[config.mk]
export PLATFORM = sky130hd
export DESIGN_NAME = wss_inserter
export DESIGN_NICKNAME = d
export VERILOG_FILES = /design/src/rtl/wss_pkg.sv /design/src/rtl/wss_phase_acc.sv /design/src/rtl/wss_frame_mux.sv /design/src/rtl/wss_inserter.sv
export SDC_FILE = /design/constraint.sdc
export NUM_CORES = 1
export LEC_CHECK = 0
export BUFFER_PORTS_ARGS = -buffer_cell sky130_fd_sc_hd__buf_4
export CAP_MARGIN = 20
export CORE_ASPECT_RATIO = 1.2
export CORE_MARGIN = 2
export CORE_UTILIZATION = 50
export CTS_BUF_LIST = sky130_fd_sc_hd__clkbuf_16
export DETAILED_ROUTE_END_ITERATION = 8
export PLACE_DENSITY = 0.7
export SLEW_MARGIN = 20
export SYNTH_ARGS = -nofsm -noshare
export SYNTH_HDL_FRONTEND = slang
export SYNTH_SLANG_ARGS = --single-unit
[constraint.sdc]
create_clock -name clk -period 8.55 [get_ports clk]
set_input_delay 1.71 -clock clk [delete_from_list [all_inputs] [get_ports clk]]
set_output_delay 1.71 -clock clk [all_outputs]
set_load 0.1 [all_outputs]
[src/rtl/wss_pkg.sv]
package wss_pkg;

    typedef enum logic [1:0] {
        ST_IDLE,
        ST_WAIT,
        ST_SEND
    } wss_state_t;

    localparam int RUNIN_LEN    = 29;
    localparam int SYNC_LEN     = 24;
    localparam int PAY_BITS     = 14;
    localparam int ELEM_PER_BIT = 6;
    localparam int FRAME_LEN    = RUNIN_LEN + SYNC_LEN + PAY_BITS * ELEM_PER_BIT;

    localparam logic [RUNIN_LEN-1:0]    RUNIN_PAT = 29'h1F1C71C7;
    localparam logic [SYNC_LEN-1:0]     SYNC_PAT  = 24'h1E3C1F;
    localparam logic [ELEM_PER_BIT-1:0] CODE_ONE  = 6'b111000;
    localparam logic [ELEM_PER_BIT-1:0] CODE_ZERO = 6'b000111;

    // Element e of the burst sits at bit FRAME_LEN-1-e.
    function automatic logic [FRAME_LEN-1:0] build_frame(input logic [PAY_BITS-1:0] pay);
        logic [FRAME_LEN-1:0] f;
        f = '0;
        f[FRAME_LEN-1 -: RUNIN_LEN] = RUNIN_PAT;
        f[FRAME_LEN-1-RUNIN_LEN -: SYNC_LEN] = SYNC_PAT;
        for (int b = 0; b < PAY_BITS; b++) begin
            f[(PAY_BITS-1-b)*ELEM_PER_BIT +: ELEM_PER_BIT] = pay[b] ? CODE_ONE : CODE_ZERO;
        end
        return f;
    endfunction

endpackage

[src/rtl/wss_phase_acc.sv]
module wss_phase_acc #(
    parameter int NUM_STD = 5,
    parameter int DEN_STD = 27,
    parameter int NUM_SQ  = 10,
    parameter int DEN_SQ  = 59
) (
    input  logic clk,
    input  logic rst_n,
    input  logic clear,
    input  logic step,
    input  logic sq_sel,
    output logic tick
);
    localparam int DEN_MAX = (DEN_STD > DEN_SQ) ? DEN_STD : DEN_SQ;
    localparam int ACC_W   = $clog2(DEN_MAX);
    localparam int SUM_W   = ACC_W + 1;

    logic [ACC_W-1:0] acc_q;
    logic [SUM_W-1:0] num_sel, den_sel, sum;

    always_comb begin
        num_sel = sq_sel ? SUM_W'(NUM_SQ) : SUM_W'(NUM_STD);
        den_sel = sq_sel ? SUM_W'(DEN_SQ) : SUM_W'(DEN_STD);
        sum     = {1'b0, acc_q} + num_sel;
        tick    = step && (sum >= den_sel);
    end

    always_ff @(posedge clk or negedge rst_n) begin
        if (!rst_n) begin
            acc_q <= '0;
        end else if (clear) begin
            acc_q <= '0;
        end else if (step) begin
            acc_q <= (sum >= den_sel) ? ACC_W'(sum - den_sel) : ACC_W'(sum);
        end
    end
endmodule

[src/rtl/wss_frame_mux.sv]
module wss_frame_mux
    import wss_pkg::*;
#(
    parameter int IDX_W = $clog2(FRAME_LEN)
) (
    input  logic [PAY_BITS-1:0] pay,
    input  logic [IDX_W-1:0]    idx,
    output logic                elem
);
    logic [FRAME_LEN-1:0] frame;

    always_comb begin
        frame = build_frame(pay);
        elem  = 1'b0;
        for (int e = 0; e < FRAME_LEN; e++) begin
            if (idx == IDX_W'(e)) elem = frame[FRAME_LEN-1-e];
        end
    end
endmodule

[src/rtl/wss_inserter.sv]
module wss_inserter
    import wss_pkg::*;
#(
    parameter int LINE_W    = 10,
    parameter int LINE_SEL  = 23,
    parameter int START_OFS = 264,
    parameter int NUM_STD   = 5,
    parameter int DEN_STD   = 27,
    parameter int NUM_SQ    = 10,
    parameter int DEN_SQ    = 59
) (
    input  logic              clk,
    input  logic              rst_n,
    input  logic              sample_en,
    input  logic              field_first,
    input  logic [LINE_W-1:0] line_num,
    input  logic              en_f1,
    input  logic              en_f2,
    input  logic              clk_sel,
    input  logic [20:0]       wss_word,
    output logic              wss_level,
    output logic              wss_active
);
    localparam int IDX_W = $clog2(FRAME_LEN);
    localparam int OFS_W = $clog2(START_OFS + 1);

    wss_state_t            state_q, state_d;
    logic [LINE_W-1:0]     prev_line_q;
    logic [PAY_BITS-1:0]   pay_q;
    logic                  sq_q;
    logic [OFS_W-1:0]      ofs_cnt_q;
    logic [IDX_W-1:0]      idx_q;
    logic                  line_chg, arm, tick, elem, ofs_done, last_elem;
    logic                  unused_inputs;

    assign unused_inputs = ^{en_f2, wss_word[20:15], wss_word[0]};

    assign line_chg  = (line_num != prev_line_q);
    assign arm       = line_chg && (line_num == LINE_W'(LINE_SEL)) && field_first && en_f1;
    assign ofs_done  = sample_en && (ofs_cnt_q == OFS_W'(START_OFS - 1));
    assign last_elem = tick && (idx_q == IDX_W'(FRAME_LEN - 1));

    wss_phase_acc #(
        .NUM_STD(NUM_STD), .DEN_STD(DEN_STD), .NUM_SQ(NUM_SQ), .DEN_SQ(DEN_SQ)
    ) u_rate (
        .clk    (clk),
        .rst_n  (rst_n),
        .clear  (state_q != ST_SEND),
        .step   (sample_en && (state_q == ST_SEND)),
        .sq_sel (sq_q),
        .tick   (tick)
    );

    wss_frame_mux #(.IDX_W(IDX_W)) u_mux (
        .pay  (pay_q),
        .idx  (idx_q),
        .elem (elem)
    );

    // Next-state selection: arm / drop / launch / finish.
    always_comb begin
        state_d = state_q;
        if (line_chg) begin
            state_d = arm ? ST_WAIT : ST_IDLE;
        end else begin
            unique case (state_q)
                ST_IDLE: state_d = ST_IDLE;
                ST_WAIT: if (ofs_done)  state_d = ST_SEND;
                ST_SEND: if (last_elem) state_d = ST_IDLE;
                default: state_d = ST_IDLE;
            endcase
        end
    end

    // State register and the counters it owns.
    always_ff @(posedge clk or negedge rst_n) begin
        if (!rst_n) begin
            state_q     <= ST_IDLE;
            prev_line_q <= '0;
            pay_q       <= '0;
            sq_q        <= 1'b0;
            ofs_cnt_q   <= '0;
            idx_q       <= '0;
        end else begin
            state_q     <= state_d;
            prev_line_q <= line_num;
            if (line_chg) begin
                ofs_cnt_q <= '0;
                idx_q     <= '0;
                if (arm) begin
                    pay_q <= wss_word[14:1];
                    sq_q  <= clk_sel;
                end
            end else if (state_q == ST_WAIT && sample_en && !ofs_done) begin
                ofs_cnt_q <= ofs_cnt_q + 1'b1;
            end else if (state_q == ST_SEND && tick && !last_elem) begin
                idx_q <= idx_q + 1'b1;
            end
        end
    end

    // Output register, updated on sample strobes only.
    always_ff @(posedge clk or negedge rst_n) begin
        if (!rst_n) begin
            wss_active <= 1'b0;
            wss_level  <= 1'b0;
        end else if (sample_en) begin
            wss_active <= (state_q == ST_SEND) && !line_chg;
            wss_level  <= (state_q == ST_SEND) && !line_chg && elem;
        end
    end
endmodule

Yosys cells after proc, flatten, opt, wreduce, memory -nomap -nowiden
Cells that the tools add are included.
{"block": "word_totals", "inputBits": 38, "register_bits": 52}
{"block": "classes", "magnitude_cmp": 1, "addsub": 4, "n_eq_ne": 145, "mux": 166, "reduce_logical": 23}
{"op": "8-bit by 7-bit == test with 1-bit output, second input constant", "n": 64}
{"op": "8-bit by 6-bit == test with 1-bit output, second input constant", "n": 32}
{"op": "1-bit 2-to-1 mux", "n": 138}
{"op": "8-bit by 5-bit == test with 1-bit output, second input constant", "n": 16}
{"op": "6-bit 2-to-1 mux", "n": 18}
{"op": "8-bit == test, second input constant", "n": 9}
{"op": "8-bit by 4-bit == test with 1-bit output, second input constant", "n": 8}
{"op": "8-bit by 3-bit == test with 1-bit output, second input constant", "n": 4}
{"op": "8-bit 2-to-1 mux", "n": 3}
{"op": "9-bit 2-to-1 mux", "n": 2}
{"op": "8-bit by 2-bit == test with 1-bit output, second input constant", "n": 2}
{"op": "1-bit logical AND", "n": 13}
{"op": "10-bit by 5-bit == test with 1-bit output, second input constant", "n": 1}
{"op": "10-bit inequality test", "n": 1}
{"op": "9-bit by 1-bit adder with 9-bit output, second input constant", "n": 1}
{"op": "9-bit == test, second input constant", "n": 1}
{"op": "8-bit by 1-bit adder with 8-bit output, second input constant", "n": 1}
{"op": "8-bit by 1-bit == test with 1-bit output, second input constant", "n": 1}
{"op": "8-bit logical NOT", "n": 1}
{"op": "6-bit by 4-bit adder with 7-bit output", "n": 1}
{"op": "7-bit by 6-bit >= comparator with 1-bit output", "n": 1}
{"op": "2-bit 2-to-1 mux", "n": 3}
{"op": "3-bit inequality test, second input constant", "n": 2}
{"op": "2-bit AND reduction", "n": 3}
{"op": "other kinds (8)", "n": 13}

Longest topological paths before layout
{"block": "depth", "word_depth": 139, "mapped_depth": 14}

Cells and area by module
A second synthesis with hierarchy kept.
{"block": "unflattened", "cells_unflattened": 404, "hier_area_um2": 3734.8}
{"module": "wss_inserter", "seq_area_each_um2": 1151.1, "area_each_um2": 2099.5, "cells_each": 174, "n_inst": 1}
{"module": "wss_frame_mux", "seq_area_each_um2": 0.0, "area_each_um2": 949.7, "cells_each": 150, "n_inst": 1}
{"module": "wss_phase_acc", "seq_area_each_um2": 150.1, "area_each_um2": 685.7, "cells_each": 80, "n_inst": 1}

Worst setup path before layout
Ideal clock, no wire load.
{"block": "synth_path", "path_type": "input -> register", "from": "input port line_num[4]", "to": "register pay_q[0]", "setup_time_ns": 0.125, "path_slack_ns": 5.290, "arrival_ns": 3.135, "n_path_buf": 2, "stages": 7, "t_required_ns": 8.425, "cell_sequence": "xor2_1 -> nor4_1 -> nand4_1 -> and4_1 -> buf_2 -> buf_1 -> mux2_2"}
{"block": "synth_between", "elab_chain_len": 5, "elab_cells_between_ends": 6, "classes_between": "2 x eq/ne; 4 x reduce/logical"}
{"item": "start, declared", "line_no": "wss_inserter.sv:16", "source": "input logic [LINE_W-1:0] line_num,"}
{"item": "10-bit inequality test / 10-bit by 5-bit == test with 1-bit output (equally long branches)", "line_no": "wss_inserter.sv:38, wss_inserter.sv:39"}
{"item": "1-bit logical AND (3 in a row)", "line_no": "wss_inserter.sv:39", "source": "assign arm = line_chg && (line_num == LINE_W'(LINE_SEL)) && field_first && en_f1;"}
{"item": "2-bit AND reduction (no source line) *"}
{"item": "end signal, assigned", "line_no": "wss_inserter.sv:91", "source": "pay_q <= wss_word[14:1];"}
{"item": "end, declared", "line_no": "wss_inserter.sv:29", "source": "logic [PAY_BITS-1:0] pay_q;"}
Every way passes the cells marked *; elsewhere a longest branch is shown, timed or not.
A chain may end at the register's enable or synchronous reset.

Worst setup path after layout
{"block": "layout_path", "from": "register sq_q", "to": "register idx_q[7]"}
{"block": "layout_between", "elab_chain_len": 9, "elab_cells_between_ends": 11, "classes_between": "1 x add/sub; 1 x order compare; 2 x mux; 7 x reduce/logical"}
{"item": "start, declared", "line_no": "wss_inserter.sv:30", "source": "logic sq_q;"}
{"item": "start signal, assigned", "line_no": "wss_inserter.sv:92", "source": "sq_q <= clk_sel;"}
{"item": "4-bit 2-to-1 mux", "line_no": "wss_phase_acc.sv:22", "source": "num_sel = sq_sel ? SUM_W'(NUM_SQ) : SUM_W'(NUM_STD);"}
{"item": "6-bit by 4-bit adder with 7-bit output", "line_no": "wss_phase_acc.sv:24", "source": "sum = {1'b0, acc_q} + num_sel;"}
{"item": "7-bit by 6-bit >= comparator with 1-bit output *", "line_no": "wss_phase_acc.sv:25", "source": "tick = step && (sum >= den_sel);"}
{"item": "1-bit logical AND *", "line_no": "wss_phase_acc.sv:25"}
{"item": "1-bit logical AND", "line_no": "wss_inserter.sv:41", "source": "assign last_elem = tick && (idx_q == IDX_W'(FRAME_LEN - 1));"}
{"item": "1-bit logical NOT", "line_no": "wss_inserter.sv:96", "source": "end else if (state_q == ST_SEND && tick && !last_elem) begin"}
{"item": "1-bit logical AND *", "line_no": "wss_inserter.sv:96"}
{"item": "2-bit nonzero test (no source line) *"}
{"item": "2-bit AND reduction (no source line) *"}
{"item": "end signal, assigned", "line_no": "wss_inserter.sv:97", "source": "idx_q <= idx_q + 1'b1;"}
{"item": "end, declared", "line_no": "wss_inserter.sv:32", "source": "logic [IDX_W-1:0] idx_q;"}
Marks and branches as above.

==> summary.txt <==
Clock tree
  • Max Root-Sink Buffers: 2
  • CTS HTree Levels: 2
  • CTS tree: yes
  • Num CTS Buffers: 5
  • # hold bufs at CTS: 0
  • Clock root buffer: clkbuf_16
  • Clk_lat worst skew: 290 ps
  • Total clock sinks: 52
  • Worst-path clk slew: 70 ps
  • Resize count post-CTS: 0
  • Setup Buffers After CTS: 0

STA
  • Slew @ Worst Pin: 805.5 ps
  • Final Worst Setup Slack: 4826 ps
  • Hold Fails Final Rpt: 0
  • Final setup violation count: 0
  • Period utilization: 0.4356
  • Min Tclk post-route: 3724 ps
  • Max Fclk: 268.5 MHz
  • Sum of negative setup slack: 0 ps
  • Clock Skew: 4.925 ps
  • Slew headroom: 0.4618
  • RSZ-0062 raised after global routing: false
  • Worst hold margin: 512.8 ps
  • Max-slew violation count: 0

Critical path
  • Crit end category: flip-flop
  • Startpoint Class: flip-flop
  • Top delay family on crit path: compound AO/OA/AOI/OAI gates
  • Worst-path fanout max: 12
  • Critical Path AT: 3940 ps
  • Max stage delay on crit path: 540 ps
  • Worst r2r dst: idx_q[7]
  • Critical path, cell by cell: inv_1 -> ha_1 -> a21o_1 -> a21oi_1 -> nor2b_1 -> o21ai_0 -> xnor2_1 -> ha_1 -> o21ai_2 -> o31ai_4 -> nand4_2 -> or4_1 -> a21oi_1
  • FF-to-FF path depth: 13
  • Reg-to-Reg Start: sq_q
  • CP Class: flip-flop to flip-flop
  • Buf/Inv on CP: 1
  • Reg2reg setup slack: 4830 ps
  • CP Data Required Time: 8770 ps
  • Worst path slowest cell: o31ai_4

Route
  • DRC viols: 0
  • Final ANT Viol Nets: 0
  • Final WL: 8.841 mm
  • Routed length per instance: 16.97 um
  • DR pass1 iterations: 5
  • Starting DRC count in detailed routing: 287
  • Vias after detailed routing: 3260
  • Number of vias per cell: 6.257

Place
  • Routability congestion estimate from global placement: 0.9739
  • Placed insts: 513
  • PortBufs: 31
  • Setup WS pre-CTS: 4170 ps
  • Hpwl dp: 6.278 mm

Min path
  • Hold Crit Start: wss_active
  • HP Class: flip-flop to flip-flop
  • Hold endpoint: wss_active
  • Hold-critical path depth: 1

Floorplan
  • Effective utilization at floorplan: 0.5104
  • DIE AREA: 0.008043 mm^2
  • Die Ht: 97.85 um
  • Core area: 0.007189 mm^2
  • Row cnt: 34
  • # IOs: 40
  • Die X-Extent: 82.21 um

Final layout
  • Filler cell count: 654
  • Area Overhead vs Synth: 12.21%
  • Register Area: 0.001301 mm^2
  • Fin cells: 521
  • Antenna Cells: 0
  • Final nets: 481
  • Multi-input gate area: 0.002222 mm^2
  • Layout cells sized above 1: 0.1555

Global route
  • Vias in the first global route: 3089
  • Grt ovf: 0
  • First-pass GRT wire length: 14.89 mm
  • Initial antenna violation count: 0
  • Largest net degree at the start of global routing: 53
  • Total track usage: 0.2342

Power
  • NetSw: 0.00009941 W
  • Worst IR Drop VDD: 92.15 uV
  • Pwr Density: 128.0 mW/mm^2
  • Switching share of power: 0.1886
  • Sequential Power Share: 0.476
  • Logic pwr share: 0.048
  • P_int: 0.0004277 W
  • Leak Pwr: 1.701 nW
  • Total power: 0.0005271 W
  • Clk network pwr share: 0.477

Synthesis
  • FF+latch count, synth: 52
  • Cells after Synth: 416
  • Post-synth EDFFs: 0
  • Top FF cell, synth: dfrtp_1
  • Avg Inst Size Synth: 8.822 um^2
  • Register area share after synthesis: 0.3546
  • Post-synthesis cell type count: 67
  • Synthesis Warnings: 0
  • Async SR Flop Fraction: 1.000
  • Syn nets: 466
  • Post-Syn Area: 0.003670 mm^2

Run status
  • Status: finished, final reports clean

Flow run
  • Max_cap viols: 0
layer usage:
layer  GRT usage  routed length, um  share of wire  up-vias
met1      0.3343               3764           0.43     1562
met5           0                  0              0        -
met4     0.07949                238          0.027        0
li1            -                  -              -     1560
met2      0.3598               4349           0.49      117
met3     0.03697                488          0.055       21
registers in the layout, summed over array words and instances, names as in the netlist:
| register | cells |
|---|---|
| u_rate.acc_q | 6 |
| pay_q | 14 |
| wss_level | 1 |
| prev_line_q | 10 |
| ofs_cnt_q | 9 |
| idx_q | 8 |
| state_q | 2 |
| wss_active | 1 |
| sq_q | 1 |
power by group through the flow:
stage / registers, W / clock network, W / logic (W)
after floorplan: 0.000255 / 0 / 0.00000779
after global placement: 0.000255 / 0 / 0.0000252
after detailed placement: 0.000255 / 0 / 0.0000257
after CTS: 0.000251 / 0.000256 / 0.0000258
after global routing: 0.000251 / 0.000265 / 0.0000285
final: 0.000251 / 0.000251 / 0.0000251
cell families (layout without fill, tap and decap cells):
logic type               Yosys count  count (layout)  synth area share
AND/OR/NAND/NOR                  160             160            0.2308
AO/OA/AOI/OAI                    109             109            0.2087
flip-flops                        52              52            0.3546
buffers and inverters             36              51           0.03989
XOR/XNOR                          30              30           0.07160
multiplexers                      17              17           0.05148
adder cells (fa/ha/maj)           12              12           0.04296
cells in the final DEF, fill, tap and decap left out, types with 4 or more instances in the layout:
cell	n
o311ai_0	4
buf_4	33
nand4_1	9
o31ai_1	5
xor2_1	17
clkbuf_16	5
nand2_1	26
nand2b_1	8
o21ai_0	26
a31oi_1	4
nand3b_1	4
mux2_2	15
or3_1	6
ha_1	11
a211oi_1	5
a221oi_1	4
inv_1	10
nand3_1	14
dfrtp_1	52
nor3_1	17
nor2b_1	8
xnor2_1	13
nor2_1	41
a21oi_1	22
a21o_1	5
synthesized netlist by cell type, types with 5 or more instances:
| cell | instances | area share |
|---|---|---|
| dfrtp_1 | 52 | 0.35 |
| nor2_1 | 41 | 0.042 |
| nand2_1 | 26 | 0.027 |
| o21ai_0 | 26 | 0.035 |
| a21oi_1 | 22 | 0.030 |
| nor3_1 | 17 | 0.023 |
| xor2_1 | 17 | 0.041 |
| mux2_2 | 15 | 0.046 |
| clkbuf_1 | 14 | 0.014 |
| nand3_1 | 14 | 0.019 |
| xnor2_1 | 13 | 0.031 |
| ha_1 | 11 | 0.038 |
| inv_1 | 10 | 0.010 |
| buf_2 | 9 | 0.012 |
| nand4_1 | 9 | 0.015 |
| nand2b_1 | 8 | 0.014 |
| nor2b_1 | 8 | 0.014 |
| or3_1 | 6 | 0.010 |
| a211oi_1 | 5 | 0.010 |
| a21o_1 | 5 | 0.010 |
| o31ai_1 | 5 | 0.010 |
through the flow:
step | util | area, um^2
3_3_place_gp | 0.5454 | 3921
2_1_floorplan | - | 3670
3_5_place_dp | 0.5454 | 3921
6_report | 0.5727 | 4118
5_1_grt | 0.5727 | 4118
4_1_cts | 0.5712 | 4106
how the worst max path moves through the flow:
| stage | startpoint | end | slack, ps | cells past startpoint |
|---|---|---|---|---|
| floorplan | line_num[4] | pay_q[0] | 5290 | 7 |
| global placement | line_num[9] | pay_q[12] | 4190 | 6 |
| detailed placement | line_num[4] | pay_q[11] | 4170 | 6 |
| CTS | line_num[4] | pay_q[6] | 4470 | 6 |
| global route | sq_q | idx_q[7] | 4540 | 13 |
| finish | sq_q | idx_q[7] | 4830 | 13 |
layout make-up:
| cell class | instances | area share |
|---|---|---|
| well taps | 90 | 0.02735 |
| flip-flops and latches | 52 | 0.3160 |
| clock inverters | 2 | 0.01459 |
| inverters | 10 | 0.009116 |
| repair buffers | 34 | 0.06290 |
| multi-input cells | 328 | 0.5397 |
| clock buffers | 5 | 0.03039 |
Note: power is estimated with default switching activity, not from simulation.
